===== config.mk =====
export PLATFORM = sky130hd
export DESIGN_NAME = ostmr_top
export DESIGN_NICKNAME = d
export VERILOG_FILES = /design/src/rtl/ostmr_pkg.sv /design/src/rtl/ostmr_prescale.sv /design/src/rtl/ostmr_cmp.sv /design/src/rtl/ostmr_regs.sv /design/src/rtl/ostmr_top.sv
export SDC_FILE = /design/constraint.sdc
export NUM_CORES = 1
export LEC_CHECK = 0
export BUFFER_PORTS_ARGS = -buffer_cell sky130_fd_sc_hd__clkbuf_2
export CAP_MARGIN = 40
export CORE_MARGIN = 1.5
export CORE_UTILIZATION = 55
export CTS_BUF_LIST = sky130_fd_sc_hd__clkbuf_2
export DETAILED_ROUTE_END_ITERATION = 8
export GPL_TIMING_DRIVEN = 0
export HOLD_SLACK_MARGIN = 0.15
export PLACE_DENSITY = 0.79
export SLEW_MARGIN = 20
export SYNTH_ARGS = -nofsm -noshare
export SYNTH_HDL_FRONTEND = slang
export SYNTH_SLANG_ARGS = --single-unit
export TNS_END_PERCENT = 30

===== constraint.sdc =====
create_clock -name clk -period 2.2 [get_ports clk]
set_input_delay 0.55 -clock clk [delete_from_list [all_inputs] [get_ports clk]]
set_output_delay 0.55 -clock clk [all_outputs]
set_load 0.01 [all_outputs]

===== src/rtl/ostmr_pkg.sv =====
`timescale 1ns/1ps
package ostmr_pkg;
   localparam int unsigned DATA_W = 32;

   // byte offsets of the 32-bit registers
   localparam logic [7:0] OFS_MATCH  = 8'h00;
   localparam logic [7:0] OFS_COUNT  = 8'h10;
   localparam logic [7:0] OFS_STATUS = 8'h14;
   localparam logic [7:0] OFS_IEN    = 8'h1C;

   typedef enum logic [2:0] {
      SEL_NONE,
      SEL_MATCH,
      SEL_COUNT,
      SEL_STATUS,
      SEL_IEN
   } ostmr_sel_e;
endpackage


===== src/rtl/ostmr_prescale.sv =====
`timescale 1ns/1ps
module ostmr_prescale #(
   parameter int unsigned DIV = 4
) (
   input  logic clk,
   input  logic rst_n,
   output logic tick
);
   generate
      if (DIV <= 1) begin : g_bypass
         logic unused_in;
         assign unused_in = clk ^ rst_n;
         assign tick = 1'b1;
      end else begin : g_div
         localparam int unsigned PW = $clog2(DIV);
         localparam logic [PW-1:0] LAST = PW'(DIV - 1);
         logic [PW-1:0] pre_q;

         always_ff @(posedge clk) begin
            if (!rst_n)
               pre_q <= '0;
            else if (pre_q == LAST)
               pre_q <= '0;
            else
               pre_q <= pre_q + PW'(1);
         end

         assign tick = (pre_q == LAST);
      end
   endgenerate
endmodule


===== src/rtl/ostmr_cmp.sv =====
`timescale 1ns/1ps
module ostmr_cmp #(
   parameter int unsigned CNT_W = 32
) (
   input  logic             clk,
   input  logic             rst_n,
   input  logic             tick,
   input  logic             match_we,
   input  logic [CNT_W-1:0] match_wdata,
   output logic [CNT_W-1:0] cnt_q,
   output logic [CNT_W-1:0] match_q,
   output logic             armed_q,
   output logic             fire
);
   logic [CNT_W-1:0] cnt_inc;

   assign cnt_inc = cnt_q + CNT_W'(1);

   // An event fires on the tick whose new count equals the match value.
   // A match write in the same cycle re-arms instead of firing.
   assign fire = tick & armed_q & ~match_we & (cnt_inc == match_q);

   always_ff @(posedge clk) begin
      if (!rst_n) begin
         cnt_q   <= '0;
         match_q <= '0;
         armed_q <= 1'b0;
      end else begin
         if (tick)
            cnt_q <= cnt_inc;
         if (match_we) begin
            match_q <= match_wdata;
            armed_q <= 1'b1;
         end else if (fire) begin
            armed_q <= 1'b0;
         end
      end
   end
endmodule


===== src/rtl/ostmr_regs.sv =====
`timescale 1ns/1ps
module ostmr_regs
   import ostmr_pkg::*;
#(
   parameter int unsigned CNT_W  = 32,
   parameter int unsigned ADDR_W = 5
) (
   input  logic              clk,
   input  logic              rst_n,
   input  logic              bus_sel,
   input  logic              bus_wr,
   input  logic [ADDR_W-1:0] bus_addr,
   input  logic [DATA_W-1:0] bus_wdata,
   input  logic [CNT_W-1:0]  cnt_q,
   input  logic [CNT_W-1:0]  match_q,
   input  logic              fire,
   output logic              match_we,
   output logic [CNT_W-1:0]  match_wdata,
   output logic [DATA_W-1:0] bus_rdata,
   output logic              status_q,
   output logic [DATA_W-1:0] ien_q,
   output logic              irq_q
);
   localparam logic [ADDR_W-1:0] A_MATCH  = ADDR_W'(OFS_MATCH);
   localparam logic [ADDR_W-1:0] A_COUNT  = ADDR_W'(OFS_COUNT);
   localparam logic [ADDR_W-1:0] A_STATUS = ADDR_W'(OFS_STATUS);
   localparam logic [ADDR_W-1:0] A_IEN    = ADDR_W'(OFS_IEN);

   ostmr_sel_e        sel;
   logic              wr_en;
   logic              st_set;
   logic              st_clr;
   logic              status_d;
   logic [DATA_W-1:0] ien_d;
   logic [DATA_W-1:0] cnt_ext;
   logic [DATA_W-1:0] match_ext;

   always_comb begin
      sel = SEL_NONE;
      if (bus_sel) begin
         if (bus_addr == A_MATCH)       sel = SEL_MATCH;
         else if (bus_addr == A_COUNT)  sel = SEL_COUNT;
         else if (bus_addr == A_STATUS) sel = SEL_STATUS;
         else if (bus_addr == A_IEN)    sel = SEL_IEN;
      end
   end

   assign wr_en       = bus_sel & bus_wr;
   assign match_we    = wr_en & (sel == SEL_MATCH);
   assign match_wdata = bus_wdata[CNT_W-1:0];

   // zero extension of the narrow counter fields
   generate
      if (CNT_W == DATA_W) begin : g_full
         assign cnt_ext   = cnt_q;
         assign match_ext = match_q;
      end else begin : g_narrow
         assign cnt_ext   = {{(DATA_W-CNT_W){1'b0}}, cnt_q};
         assign match_ext = {{(DATA_W-CNT_W){1'b0}}, match_q};
      end
   endgenerate

   // a firing event outranks a clear on the same edge
   assign st_set = fire & (|ien_q);
   assign st_clr = wr_en & (sel == SEL_STATUS) & (bus_wdata == '0);

   always_comb begin
      status_d = status_q;
      if (st_set)
         status_d = 1'b1;
      else if (st_clr)
         status_d = 1'b0;
   end

   assign ien_d = (wr_en && sel == SEL_IEN) ? bus_wdata : ien_q;

   always_ff @(posedge clk) begin
      if (!rst_n) begin
         status_q <= 1'b0;
         ien_q    <= '0;
         irq_q    <= 1'b0;
      end else begin
         status_q <= status_d;
         ien_q    <= ien_d;
         irq_q    <= status_d & (|ien_d);
      end
   end

   always_comb begin
      unique case (sel)
         SEL_MATCH:  bus_rdata = match_ext;
         SEL_COUNT:  bus_rdata = cnt_ext;
         SEL_STATUS: bus_rdata = {{(DATA_W-1){1'b0}}, status_q};
         SEL_IEN:    bus_rdata = ien_q;
         default:    bus_rdata = '0;
      endcase
   end
endmodule


===== src/rtl/ostmr_top.sv =====
`timescale 1ns/1ps
module ostmr_top
   import ostmr_pkg::*;
#(
   parameter int unsigned CLK_HZ  = 200_000_000,
   parameter int unsigned TICK_HZ = 50_000_000,
   parameter int unsigned CNT_W   = 32,
   parameter int unsigned ADDR_W  = 5
) (
   input  logic              clk,
   input  logic              rst_n,
   input  logic              bus_sel,
   input  logic              bus_wr,
   input  logic [ADDR_W-1:0] bus_addr,
   input  logic [31:0]       bus_wdata,
   output logic [31:0]       bus_rdata,
   output logic              irq_o
);
   localparam int unsigned DIV = CLK_HZ / TICK_HZ;

   generate
      if (CNT_W < 2 || CNT_W > DATA_W) begin : g_bad_cnt_w
         $error("ostmr_top: CNT_W must lie in 2..32");
      end
      if (TICK_HZ == 0 || CLK_HZ < TICK_HZ || (CLK_HZ % TICK_HZ) != 0) begin : g_bad_rate
         $error("ostmr_top: CLK_HZ must be a whole multiple of TICK_HZ");
      end
      if (ADDR_W < 5) begin : g_bad_addr_w
         $error("ostmr_top: ADDR_W must reach byte offset 0x1C");
      end
   endgenerate

   logic              tick;
   logic              match_we;
   logic [CNT_W-1:0]  match_wdata;
   logic [CNT_W-1:0]  cnt_q;
   logic [CNT_W-1:0]  match_q;
   logic              armed_q;
   logic              fire;
   logic              status_q;
   logic [DATA_W-1:0] ien_q;

   ostmr_prescale #(.DIV(DIV)) u_pre (
      .clk   (clk),
      .rst_n (rst_n),
      .tick  (tick)
   );

   ostmr_cmp #(.CNT_W(CNT_W)) u_cmp (
      .clk         (clk),
      .rst_n       (rst_n),
      .tick        (tick),
      .match_we    (match_we),
      .match_wdata (match_wdata),
      .cnt_q       (cnt_q),
      .match_q     (match_q),
      .armed_q     (armed_q),
      .fire        (fire)
   );

   ostmr_regs #(.CNT_W(CNT_W), .ADDR_W(ADDR_W)) u_regs (
      .clk         (clk),
      .rst_n       (rst_n),
      .bus_sel     (bus_sel),
      .bus_wr      (bus_wr),
      .bus_addr    (bus_addr),
      .bus_wdata   (bus_wdata),
      .cnt_q       (cnt_q),
      .match_q     (match_q),
      .fire        (fire),
      .match_we    (match_we),
      .match_wdata (match_wdata),
      .bus_rdata   (bus_rdata),
      .status_q    (status_q),
      .ien_q       (ien_q),
      .irq_q       (irq_o)
   );
endmodule


# ---- Word-level counts from Yosys, hierarchy flattened
# Index checks and enable logic that the tools add are counted.
dict set report totals {
  register_bits 101
  word_cells 47
}
dict set report op_classes {
  n_addsub 2
  n_eq_ne 9
  muxes 11
  n_bitwise 11
  reduce_logical 7
}
# operator count
set op_table {}
lappend op_table {{$pmux 32 s4} 1}
lappend op_table {{$reduce_or 32->1} 2}
lappend op_table {{$add 32x1->32 const B} 1}
lappend op_table {{$eq 32x32->1} 1}
lappend op_table {{$logic_not 32->1} 1}
lappend op_table {{$mux 32} 1}
lappend op_table {{$eq 5x5->1 const B} 3}
lappend op_table {{$mux 3} 5}
lappend op_table {{$and 1x1->1} 9}
lappend op_table {{$eq 3x2->1 const B} 2}
lappend op_table {{$logic_not 5->1} 1}
lappend op_table {{$mux 1} 4}
lappend op_table {{$eq 3x1->1 const B} 1}
lappend op_table {{$eq 3x3->1 const B} 1}
lappend op_table {{$add 2x1->2 const B} 1}
lappend op_table {{$eq 2x2->1 const B} 1}
lappend op_table {{$not 1->1} 2}
lappend op_table {{$reduce_bool 2->1} 1}
lappend op_table {{$reduce_or 2->1} 1}
lappend op_table {{$logic_and 1x1->1} 1}

# ---- Depth between registers and ports, before layout
dict set report depth {
  word_depth 14
  ltp_mapped 9
  ltp_nobuf 8
}

# ---- Cells and area by module
# A second synthesis with hierarchy kept.
dict set report unflattened {
  cells_unflattened 747
  hier_area_um2 6283.5
}
# module instances cells_per_inst area_each_um2 seq_area_each_um2
set by_module_without_submodules {}
lappend by_module_without_submodules {ostmr_cmp 1 422 3778.6 1301.2}
lappend by_module_without_submodules {ostmr_regs 1 320 2431.1 680.7}
lappend by_module_without_submodules {ostmr_prescale 1 5 73.8 40.0}

# ---- Worst setup path after synthesis
# Ideal clock, no wire load.
dict set report synth_timing {
  kind {register -> register}
  from {register u_cmp.cnt_q[1]}
  to {register u_cmp.armed_q}
  arrival_time_ns 2.221
  path_slack_ns -0.137
  path_stages_with_launch 10
  path_buffers 1
  synth_period_minus_slack_ns 2.337
  path_cell_list {dfxtp_1 ha_1 and3_1 buf_2 nand3_1 nor3_1 mux2_2 nor4b_1 nand4_1 o211a_1}
}
dict set report synth_via {
  elab_chain_cells 4
}
# element line_no
set synth_lines {}
lappend synth_lines {{start: declaration} ostmr_cmp.sv:10} ;# output logic [CNT_W-1:0] cnt_q,
lappend synth_lines {{start signal: assignment} ostmr_cmp.sv:30} ;# cnt_q <= cnt_inc;
lappend synth_lines {{$add 32x1->32} ostmr_cmp.sv:17} ;# assign cnt_inc = cnt_q + CNT_W'(1);
lappend synth_lines {{$eq 32x32->1} ostmr_cmp.sv:21} ;# assign fire = tick & armed_q & ~match_we & (cnt_inc == match_q);
lappend synth_lines {{$and 1x1->1} ostmr_cmp.sv:21}
lappend synth_lines {{$reduce_bool 2->1 (no line)} --}
lappend synth_lines {{end signal: assignment} ostmr_cmp.sv:27} ;# armed_q <= 1'b0;
lappend synth_lines {{end signal: assignment} ostmr_cmp.sv:33} ;# armed_q <= 1'b1;
lappend synth_lines {{end signal: assignment} ostmr_cmp.sv:35} ;# armed_q <= 1'b0;
lappend synth_lines {{end: declaration} ostmr_cmp.sv:12} ;# output logic armed_q,
# No other way between the ends.
# A chain may end at the register's enable or synchronous reset.

# ---- Worst setup path in the final report
dict set report layout_timing {
  from {input port bus_sel}
  to {output port bus_rdata[15]}
}
dict set report layout_via {
  elab_chain_cells 3
  word_cells_on_any_way 6
}
# element line_no
set layout_lines {}
lappend layout_lines {{start: declaration} ostmr_top.sv:12} ;# input logic bus_sel,
lappend layout_lines {{$mux 3 *} ostmr_regs.sv:40} ;# if (bus_sel) begin
lappend layout_lines {{$eq 3x3->1, or another cell as far along} ostmr_regs.sv:90} ;# unique case (sel)
lappend layout_lines {{$pmux 32 s4 *} ostmr_regs.sv:90}
lappend layout_lines {{end: declaration} ostmr_top.sv:16} ;# output logic [31:0] bus_rdata,
# Mark *: on every way between the ends. The rest lies on a longest branch, timed or not.

==> flow_metrics.env <==
export IMPL_initialDrtViolationCount=1037
export IMPL_grt_pass1_vias=6076
export IMPL_internal_power_w=0.00215
export IMPL_ant_nets=0
export IMPL_dieArea_sq_um=11500
export IMPL_cts_sinks=101
export IMPL_vias_per_cell=6.28
export IMPL_syn2layout_area_growth_pct=28.2
export IMPL_setup_worst_path_start_class="primary input"
export IMPL_wl_per_cell_um=20.4
export IMPL_place_hpwl_um=15000
export IMPL_grt_max_degree=19
export IMPL_muxShareOfSynthArea_pct=0.690
export IMPL_min_path_type="in -> reg"
export IMPL_cts_inserted_buffers=9
export IMPL_gr_usage_all_layers_pct=36.7
export IMPL_p_total_w=0.00301
export IMPL_p_per_area_nw_per_um2=392
export IMPL_syn_num_nets=800
export IMPL_seqPwrFrac_pct=61.7
export IMPL_fmax_mhz=400
export IMPL_async_reset_ff_share_pct=0
export IMPL_layout_setup_ws_ns=-0.300
export IMPL_placementRows=37
export IMPL_ff2ff_path_depth=10
export IMPL_synth_simple_area_share_pct=28.6
export IMPL_vdd_drop_max_uv=419
export IMPL_period_needed_ns=2.50
export IMPL_path_max_fanout=10
export IMPL_worst_pin_slew_ns=0.570
export IMPL_reg2reg_slack_ns=-0.29
export IMPL_drv_slew=0
export IMPL_synthXorXnorAreaFrac_pct=10.7
export IMPL_synth_seq_area_share_pct=33.8
export IMPL_cts_tree="built"
export IMPL_netlist_instances=757
export IMPL_rsz0062_at_grt="yes"
export IMPL_cts_buffer_depth=2
export IMPL_finClkSkew_ns=0.0351
export IMPL_critical_path_required_ns=1.65
export IMPL_cap_viol_max_count=0
export IMPL_maxSlewHeadroom_pct=62.0
export IMPL_fin_nets=937
export IMPL_layout_drive_gt1_share_pct=22.5
export IMPL_synth_cell_types=59
export IMPL_h_tree_depth=3
export IMPL_dieHeight_um=107
export IMPL_leakage_nw=3.22
export IMPL_path_class="in -> out"
export IMPL_n_fill_cell=804
export IMPL_num_antenna_cells=0
export IMPL_vias=6496
export IMPL_antenna_found_initial=0
export IMPL_syn_avg_cell_area_sq_um=7.90
export IMPL_yosysWarnings=0
export IMPL_p_clk_share_pct=29.6
export IMPL_violations="DRC, setup timing"
export IMPL_io_buffers=73
export IMPL_wirelength_um=21100
export IMPL_synth_area_sq_um=5980
export IMPL_fin_worst_hold_slack_ns=0.205
export IMPL_worstSetupPathDepth=8
export IMPL_crit_arrival_ns=1.95
export IMPL_numPlacedInstances=966
export IMPL_clk_latency_ns=0.65
export IMPL_synth_edf_count=0
export IMPL_r2r_start="u_cmp.cnt_q[6]"
export IMPL_combPwrFrac_pct=8.7
export IMPL_p_sw_w=0.000857
export IMPL_synth_top_family_by_area="simple AND/OR/NAND/NOR gates"
export IMPL_setup_viol=37
export IMPL_path_clk_slew_ns=0.31
export IMPL_synth_ff_type="dfxtp_1"
export IMPL_crit_end="bus_rdata[15]"
export IMPL_ys_ff_latch=101
export IMPL_path_buf_inv=4
export IMPL_hold_viol=0
export IMPL_start_util_pct=57.4
export IMPL_cp_cell_sequence="buf_6 -> nor3b_4 -> nand3b_1 -> nor2_4 -> buf_8 -> a222oi_1 -> inv_1 -> buf_2"
export IMPL_cts_root_buf="clkbuf_2"
export IMPL_fin_area_sq_um=7670
export IMPL_crit_family="buffers and inverters"
export IMPL_critical_path_slowest_cell="a222oi_1"
export IMPL_dieWidth_um=107
export IMPL_dr_pass1_iters=9
export IMPL_grt_pass1_wl_um=32100
export IMPL_place_congestion=0.947
export IMPL_synth_adder_area_share_pct=0.418
export IMPL_end_kind="output pin"
export IMPL_swShare_pct=28.5
export IMPL_r2r_end="u_regs.irq_q"
export IMPL_timing_final_crit_share_pct=114
export IMPL_postPlaceCellArea_sq_um=6540
export IMPL_slowest_delay_ns=0.44
export IMPL_coreArea_sq_um=10400
export IMPL_io_pins=74
export IMPL_synth_compound_area_share_pct=18.9
export IMPL_startpoint="bus_sel"
export IMPL_status="finished with violations"
export IMPL_grt_overflow=0
export IMPL_drc=4
export IMPL_stdcell_count=1035
## cells in the final DEF, fill, tap and decap left out, types with 7 or more instances in the layout
master	Yosys	final
a21boi_0	70	69
nor2_1	22	20
o21ai_0	11	10
xor2_1	34	34
clkbuf_1	47	26
nand3_1	20	15
clkbuf_2	0	55
buf_2	12	26
buf_6	0	21
a222oi_1	31	31
dlygate4sd3_1	0	32
nand2_1	156	155
dfxtp_1	101	86
nor4_1	23	20
buf_4	5	30
nor3_1	13	10
or3_1	7	7
nand4_1	24	24
dfxtp_2	0	10
and2_1	23	22
xnor2_1	39	38
and3_1	8	8
nor2b_1	9	9
inv_1	36	36
## layout make-up
class	count	area (sq um)	share of cell area, %
sequential	101	2050	26.8
clock inverter	6	57.6	0.751
buffer	54	415	5.42
inverter	36	135	1.76
timing repair buffer	137	988	12.9
multi-input combinational	555	3800	49.5
clock buffer	10	50.0	0.653
tap	136	170	2.22
## worst min path at each step
| stage | from | end | slack, ns | depth (start not counted) |
|---|---|---|---|---|
| after floorplan | u_pre.g_div.pre_q[0] | u_pre.g_div.pre_q[0] | 0.40 | 1 |
| after global placement | u_pre.g_div.pre_q[0] | u_pre.g_div.pre_q[0] | 0.41 | 1 |
| after detailed placement | u_pre.g_div.pre_q[0] | u_pre.g_div.pre_q[0] | 0.43 | 1 |
| after CTS | bus_wdata[30] | u_regs.ien_q[30] | 0.15 | 3 |
| after global routing | rst_n | u_regs.status_q | 0.20 | 3 |
| final | rst_n | u_regs.status_q | 0.20 | 3 |
## registers in the layout (all words and copies together), names as in the netlist
| signal | count |
|---|---|
| u_pre.g_div.pre_q | 2 |
| u_cmp.armed_q | 1 |
| u_regs.irq_q | 1 |
| u_regs.ien_q | 32 |
| u_regs.status_q | 1 |
| u_cmp.match_q | 32 |
| u_cmp.cnt_q | 32 |
## cells by family after synthesis
group                      Yosys count
DFF                                101
adders and majority gates            2
muxes                                4
buffers and inverters              101
and+or+nand+nor                    333
xor gates and xnor gates            73
AOI/OAI and AO/OA                  143
## per-layer routing
metal	global-route usage (%)	up-vias	part of all wire, %
met1	47.6	3039	38
met3	6.66	89	10
met4	19.0	0	4.5
li1	-	2953	-
met5	0	-	0
met2	58.1	415	47
## metrics by stage
stage,utilization [%],worst slack (ns),setup TNS [ns]
final,73.6,-0.300,-7.25
after global routing,73.6,-0.330,-9.69
after CTS,71.0,-0.187,-4.33
after detailed placement,62.7,-0.551,-30.91
after global placement,62.7,-0.550,-25.70
after floorplan,-,-0.0150,-0.151
## synth_stat cells, drive strengths merged (8+ instances only)
cell,instances,area share [%]
a222oi,31,5.2
nor2,22,1.4
xnor2,39,5.7
inv,36,2.3
o21ai,12,1.0
dfxtp,101,34
nand4,25,2.9
and3,8,0.84
nand2,156,9.8
buf,18,1.7
nor3,14,1.4
clkbuf,47,2.9
a21boi,70,8.8
and2,23,2.4
nor4,27,3.5
xor2,34,5.0
nor2b,9,0.94
nand3,20,1.7
## power by group through the flow
stage / clock (W) / sequential [W] / combinational [W]
after floorplan: 0 / 0.00189 / 0.0000914
after global placement: 0 / 0.00189 / 0.000180
after detailed placement: 0 / 0.00189 / 0.000182
after CTS: 0.000894 / 0.00186 / 0.000237
after global routing: 0.000962 / 0.00186 / 0.000279
final: 0.000889 / 0.00186 / 0.000262
## worst reg2reg max path, stage by stage (launching register included)
cell and delay, ns:
dfxtp_2 0.42, buf_6 0.13, and3_1 0.19, buf_6 0.12
buf_12 0.12, nand2_1 0.07, o41ai_1 0.39, nor3_1 0.17
nor4_4 0.30, or3b_1 0.39, o22ai_2 0.14
## repair_timing
item	in CTS	in global routing
endpoints found under the hold margin	61	1
buffers inserted	16	14
gates resized for setup	92	63
setup endpoints to repair	43	43
pin swaps	35	29
gates cloned	1	1
hold buffers	31	1
Note: power is estimated with default switching activity, not from simulation.
